===== src/rtl/dwl_pkg.sv =====
// Package dwl_pkg
// Shared types for the funnel left shifter: the classification of an
// operation and the packed status flag bundle.
package dwl_pkg;

    // Operation class decided from count and width
    typedef enum logic [1:0] {
        OP_NOP   = 2'd0,
        OP_SHIFT = 2'd1,
        OP_UNDEF = 2'd2
    } op_class_e;

    // Status flag bundle held by the unit
    typedef struct packed {
        logic cf;
        logic sf;
        logic zf;
        logic pf;
        logic of;
        logic af;
    } flags_t;

endpackage


===== src/rtl/dwl_count_decode.sv =====
// Module dwl_count_decode
// Reduces the raw count to its low AMT_W bits and classifies the operation
// as a no-op (amount zero), an undefined narrow shift (amount at or above
// the narrow width) or a normal shift. Purely combinational.
// Assumes NARROW_W fits in AMT_W bits.
module dwl_count_decode
    import dwl_pkg::*;
#(
    parameter int CNT_W    = 8,
    parameter int AMT_W    = 5,
    parameter int NARROW_W = 16
) (
    input  logic [CNT_W-1:0] count_i,
    input  logic             wide_i,
    output logic [AMT_W-1:0] amt_o,
    output op_class_e        cls_o
);

    localparam logic [AMT_W-1:0] NARROW_LIM = AMT_W'(NARROW_W);

    logic unused_count_hi;

    // Upper count bits are discarded by design
    assign unused_count_hi = ^count_i[CNT_W-1:AMT_W];
    assign amt_o           = count_i[AMT_W-1:0];

    // Classify the operation from amount and width
    always_comb begin
        if (amt_o == '0) begin
            cls_o = OP_NOP;
        end else if (!wide_i && (amt_o >= NARROW_LIM)) begin
            cls_o = OP_UNDEF;
        end else begin
            cls_o = OP_SHIFT;
        end
    end

endmodule


===== src/rtl/dwl_funnel_core.sv =====
// Module dwl_funnel_core
// Funnel shifter of width W: concatenates destination above fill, shifts
// the pair left by amt_i, and returns the upper W bits plus the last bit
// pushed out of the top. Combinational.
// Assumes amt_i < W whenever the outputs are used.
module dwl_funnel_core #(
    parameter int W     = 32,
    parameter int AMT_W = 5
) (
    input  logic [W-1:0]     dst_i,
    input  logic [W-1:0]     fill_i,
    input  logic [AMT_W-1:0] amt_i,
    output logic [W-1:0]     res_o,
    output logic             cout_o
);

    localparam int EXT_W = 2 * W + 1;

    logic [EXT_W-1:0] ext_in;
    logic [EXT_W-1:0] ext_sh;

    // Guard bit above the pair catches the final carry out
    assign ext_in = {1'b0, dst_i, fill_i};
    assign ext_sh = ext_in << amt_i;
    assign res_o  = ext_sh[2*W-1:W];
    assign cout_o = ext_sh[2*W];

endmodule


===== src/rtl/dwl_flag_gen.sv =====
// Module dwl_flag_gen
// Derives sign, zero and parity flags from a result word whose active
// width is W when wide_i is high and NARROW_W otherwise. Parity covers the
// low PAR_W bits only. Combinational.
// Assumes result bits above the active width are zero in narrow mode.
module dwl_flag_gen #(
    parameter int W        = 32,
    parameter int NARROW_W = 16,
    parameter int PAR_W    = 8
) (
    input  logic [W-1:0] res_i,
    input  logic         wide_i,
    output logic         sf_o,
    output logic         zf_o,
    output logic         pf_o
);

    // Sign and zero follow the active operand width
    always_comb begin
        if (wide_i) begin
            sf_o = res_i[W-1];
            zf_o = (res_i == '0);
        end else begin
            sf_o = res_i[NARROW_W-1];
            zf_o = (res_i[NARROW_W-1:0] == '0);
        end
    end

    // Even parity of the low byte
    assign pf_o = ~^res_i[PAR_W-1:0];

endmodule


===== src/rtl/dwl_funnel_shift.sv =====
// Module dwl_funnel_shift (top)
// Double-width funnel left shifter with status flags. One operation is
// accepted per start_i pulse; result, flags, write enable and the
// undefined marker register one cycle later, flagged by done_o.
// Assumes start_i is a single-cycle strobe; inputs are sampled only then.
// Undefined narrow shifts return the destination and keep all flags.
module dwl_funnel_shift
    import dwl_pkg::*;
#(
    parameter int DATA_W   = 32,
    parameter int NARROW_W = 16,
    parameter int CNT_W    = 8,
    parameter int AMT_W    = 5,
    parameter int PAR_W    = 8
) (
    input  logic              clk,
    input  logic              rst_n,
    input  logic              start_i,
    input  logic              wide_i,
    input  logic [CNT_W-1:0]  count_i,
    input  logic [DATA_W-1:0] dst_i,
    input  logic [DATA_W-1:0] fill_i,
    output logic [DATA_W-1:0] res_o,
    output logic              cf_o,
    output logic              sf_o,
    output logic              zf_o,
    output logic              pf_o,
    output logic              of_o,
    output logic              af_o,
    output logic              flag_we_o,
    output logic              undef_o,
    output logic              done_o
);

    localparam int PAD_W = DATA_W - NARROW_W;

    logic [AMT_W-1:0]    amt;
    op_class_e           cls;
    logic [DATA_W-1:0]   wide_res;
    logic                wide_cout;
    logic [NARROW_W-1:0] nar_res;
    logic                nar_cout;
    logic [DATA_W-1:0]   sel_res;
    logic                sel_cout;
    logic [DATA_W-1:0]   dst_view;
    logic                new_sf;
    logic                new_zf;
    logic                new_pf;

    flags_t              flags_q;
    flags_t              flags_d;
    logic [DATA_W-1:0]   res_q;
    logic [DATA_W-1:0]   res_d;
    logic                done_q;
    logic                we_q;
    logic                we_d;
    logic                undef_q;
    logic                undef_d;

    dwl_count_decode #(
        .CNT_W   (CNT_W),
        .AMT_W   (AMT_W),
        .NARROW_W(NARROW_W)
    ) u_dec (
        .count_i(count_i),
        .wide_i (wide_i),
        .amt_o  (amt),
        .cls_o  (cls)
    );

    dwl_funnel_core #(
        .W    (DATA_W),
        .AMT_W(AMT_W)
    ) u_wide (
        .dst_i (dst_i),
        .fill_i(fill_i),
        .amt_i (amt),
        .res_o (wide_res),
        .cout_o(wide_cout)
    );

    dwl_funnel_core #(
        .W    (NARROW_W),
        .AMT_W(AMT_W)
    ) u_narrow (
        .dst_i (dst_i[NARROW_W-1:0]),
        .fill_i(fill_i[NARROW_W-1:0]),
        .amt_i (amt),
        .res_o (nar_res),
        .cout_o(nar_cout)
    );

    // Pick the width-matched shift result and destination view
    generate
        if (PAD_W > 0) begin : g_pad
            always_comb begin
                if (wide_i) begin
                    sel_res  = wide_res;
                    sel_cout = wide_cout;
                    dst_view = dst_i;
                end else begin
                    sel_res  = {{PAD_W{1'b0}}, nar_res};
                    sel_cout = nar_cout;
                    dst_view = {{PAD_W{1'b0}}, dst_i[NARROW_W-1:0]};
                end
            end
        end else begin : g_same
            always_comb begin
                sel_res  = wide_i ? wide_res  : nar_res;
                sel_cout = wide_i ? wide_cout : nar_cout;
                dst_view = dst_i;
            end
        end
    endgenerate

    dwl_flag_gen #(
        .W       (DATA_W),
        .NARROW_W(NARROW_W),
        .PAR_W   (PAR_W)
    ) u_flags (
        .res_i (sel_res),
        .wide_i(wide_i),
        .sf_o  (new_sf),
        .zf_o  (new_zf),
        .pf_o  (new_pf)
    );

    // Next-state selection by operation class
    always_comb begin
        flags_d = flags_q;
        res_d   = res_q;
        we_d    = 1'b0;
        undef_d = 1'b0;
        if (start_i) begin
            unique case (cls)
                OP_SHIFT: begin
                    res_d      = sel_res;
                    flags_d.cf = sel_cout;
                    flags_d.sf = new_sf;
                    flags_d.zf = new_zf;
                    flags_d.pf = new_pf;
                    we_d       = 1'b1;
                end
                OP_UNDEF: begin
                    res_d   = dst_view;
                    we_d    = 1'b1;
                    undef_d = 1'b1;
                end
                default: begin
                    res_d = dst_view;
                end
            endcase
        end
    end

    // Output register stage with synchronous active-low reset
    always_ff @(posedge clk) begin
        if (!rst_n) begin
            flags_q <= '0;
            res_q   <= '0;
            done_q  <= 1'b0;
            we_q    <= 1'b0;
            undef_q <= 1'b0;
        end else begin
            flags_q <= flags_d;
            res_q   <= res_d;
            done_q  <= start_i;
            we_q    <= we_d;
            undef_q <= undef_d;
        end
    end

    assign res_o     = res_q;
    assign cf_o      = flags_q.cf;
    assign sf_o      = flags_q.sf;
    assign zf_o      = flags_q.zf;
    assign pf_o      = flags_q.pf;
    assign of_o      = flags_q.of;
    assign af_o      = flags_q.af;
    assign flag_we_o = we_q;
    assign undef_o   = undef_q;
    assign done_o    = done_q;

endmodule


===== config.mk =====
export PLATFORM = sky130hd
export DESIGN_NAME = dwl_funnel_shift
export DESIGN_NICKNAME = d
export VERILOG_FILES = /design/src/rtl/dwl_pkg.sv /design/src/rtl/dwl_count_decode.sv /design/src/rtl/dwl_funnel_core.sv /design/src/rtl/dwl_flag_gen.sv /design/src/rtl/dwl_funnel_shift.sv
export SDC_FILE = /design/constraint.sdc
export NUM_CORES = 1
export LEC_CHECK = 0
export CORE_ASPECT_RATIO = 1.4
export CORE_UTILIZATION = 54
export DETAILED_ROUTE_END_ITERATION = 12
export GPL_ROUTABILITY_DRIVEN = 1
export PLACE_DENSITY_LB_ADDON = 0.05
export SLEW_MARGIN = 20
export SYNTH_ARGS = -nofsm -noshare
export SYNTH_HDL_FRONTEND = slang
export SYNTH_SLANG_ARGS = --single-unit
export TNS_END_PERCENT = 50

===== constraint.sdc =====
create_clock -name clk -period 4.6 [get_ports clk]
set_input_delay 0.92 -clock clk [delete_from_list [all_inputs] [get_ports clk]]
set_output_delay 0.92 -clock clk [all_outputs]
set_load 0.05 [all_outputs]

==> reports/results.txt <==
Yosys synthesis warning count: 0
DP Area: 7410 sq um
Cell Chain, Critical Path: clkdlybuf4s50_1 > mux4_2 > mux2i_1 > mux4_2 > nor2_1 > a21oi_1 > ha_1 > nand4_1 > nor3_1 > nand3_1 > o41a_1 > nor2_2
Vias per cell: 7.251
Critical Path AT: 4410 ps
RSZ-0062 raised after global routing: no
Library cells used by synthesis: 65
Die span in x: 92.26 um
Max_cap viols: 0
Die ar.: 11840 sq um
Cells after Synth: 695
Number of routed nets with antenna violations: 0
Vias: 6743
# fillers: 855
Final #Nets: 868
R2R Setup Slk: 3770 ps
CP Max Fanout: 9
Most used cell, CP: mux4_2
Synth Register Bits: 39
Cts repair resizes: 0
Ys flop type: dfxtp_1
Fin area: 7584 sq um
Worst Tran Pin Value: 743.1 ps
XOR/XNOR Fraction of Synth Area: 0.004267
Final cell count without fillers: 930
CTS buffer count: 5
First-pass GRT wire length: 35.97 mm
Hold path depth: 2
Hold WS: 463.9 ps
Syn avg cell area: 8.861 sq um
Clk_lat worst skew: 280 ps
CTS tree: built
GPL Wtd Cong: 1.122
Antenna violations before repair: 0
Starting density of the core: 0.5609
Root Buffer: clkbuf_16
Placed instance count: 922
Final hold viol count: 0
Final Max Slew Viols: 0
Metal-1 WL: 8.757 mm
Status: finished, final reports clean
Post-synthesis async set-or-reset flop share: 0
Final wirelength: 23.91 mm
Clk pin slew, worst setup/hold paths: 60 ps
Sequential Area: 780.7 sq um
Simple-gate share of the synthesized area: 0.1621
Setup_tns: 0 ps
Worst min path class: reg -> reg
Mux cell area share after synthesis: 0.4559
Layout area overhead: 23.14%
Hold buffers post-CTS: 0
Avg WL per Cell: 25.71 um
Hpwl dp: 18.53 mm
Chip height: 128.4 um
Commonest non-fill, non-tap cell in the layout: clkdlybuf4s50_1
Worst setup path category: in -> reg
Multi-input gate area: 4994 sq um
Fin util: 0.6907
Worst R2R Path Depth: 2
CTS Buffer Depth: 2
TritonCTS Sinks: 39
Static Leak: 2.913 nW
Post-synth EDFFs: 0
Top sig layer: met4
Metal2 WL: 11.47 mm
Ratio of cells with drive above 1 in the final layout: 0.2028
Row count: 45
Fmax: 239.2 MHz
Largest net degree at the start of global routing: 47
Final min period: 4180 ps
Drt pass-1 iters: 5
Io pins: 117
# Post-CTS Setup Buffers: 0
Crit path largest cell delay: 690 ps
Max_slew headroom: 0.5041
Startpoint types: input pin
Critical path depth: 12
P per Cell Area: 231.1 nW/um^2
DR DRC count: 0
Gr usage total: 0.4044
Final Setup Violations: 0
Initial drt markers: 860
Vias in the first global route: 6315
CP max stage cell: clkdlybuf4s50_1
Commonest cells after routing, fill and taps aside: clkdlybuf4s50_1 (106), nand2_1 (84), nor2_1 (75)
Port-buffer cells: 111
Compound-Gate Fraction of Synth Area: 0.1792
Worst Path Buf+Inv: 1
Htree depth: 2
CP top delay family: multiplexers
Largest family of logic cells by synthesized area: multiplexers
Worst VDD drop: 135.6 uV
Max Clock Skew: 0 ps
Grt ovf: 0
Critical Path Sink Type: flop
Tcrit/Tclk final: 0.9086
Mapped Area: 6158 sq um
Number of diodes: 0
Core ar.: 10980 sq um
Synth Area in Adders: 0.008127
CP required: 4830 ps
Met3 wire length: 2.535 mm
Post-synthesis sequential area ratio: 0.1268
[per-stage QoR]
| step | setup slack (ps) | power (W) |
|---|---|---|
| after floorplan | 976.0 | 0.001004 |
| after global placement | 320.8 | 0.001319 |
| after detailed placement | 326.6 | 0.001330 |
| after CTS | 554.0 | 0.001732 |
| after global routing | 422.5 | 0.001809 |
| final | 420.3 | 0.001753 |
[metal layers]
layer / track usage / vias to the layer above
li1: - / 2892
met1: 0.5274 / 3217
met2: 0.6703 / 534
met3: 0.04846 / 100
met4: 0.1930 / 0
met5: 0 / -
[sequential cells by signal, indices dropped and copies added, names as in the netlist]
register / cells
undef_o: 1
done_o: 1
zf_o: 1
pf_o: 1
sf_o: 1
flag_we_o: 1
res_o: 32
cf_o: 1
[cells by family after synthesis]
family          count (synthesis)
simple gates                  227
fa+ha+maj                       4
flops                          39
buf+inv                        80
mux                           174
compound gates                167
other cells                     1
xor+xnor                        3
[final timing paths]
path	start	to
worst min register to register	res_o[20]	res_o[20]
worst max register to register	res_o[27]	res_o[27]
worst max-delay path	dst_i[0]	zf_o
worst min-delay path	res_o[20]	res_o[20]
[synth_stat cells (12+ instances only)]
library cell  count  share of area
mux4_1           12          0.051
o21ai_0          30          0.024
a21oi_1          49          0.040
mux2_2           26          0.048
o211ai_1         12          0.015
nor3_1           12         0.0098
mux2i_1          69           0.11
clkbuf_1         31          0.019
nand2_1          84          0.051
nand3_1          19          0.015
mux4_2           67           0.25
nor2_1           75          0.046
dfxtp_1          39           0.13
buf_2            15          0.012
[cell type report]
cell class	count	share of cell area
Sequential cell	39	0.1030
Tap cell	141	0.02326
Inverter	10	0.004950
Clock inverter	2	0.004620
Multi-Input combinational cell	577	0.6585
Timing Repair Buffer	155	0.1874
Clock buffer	6	0.01831
[worst register-to-register path, cell delays in order, from the launching register on]
cell and delay, ps:
dfxtp_1 320, a221oi_1 290, nor2_1 70
[where the power goes]
group | switching (W) | internal (W) | leakage (nW)
registers | 0.0000126 | 0.000363 | 0.321
logic | 0.000561 | 0.000415 | 2.51
clock network | 0.000131 | 0.000269 | 0.0868
total | 0.000705 | 0.00105 | 2.91
(Power assumes the default switching activity.)
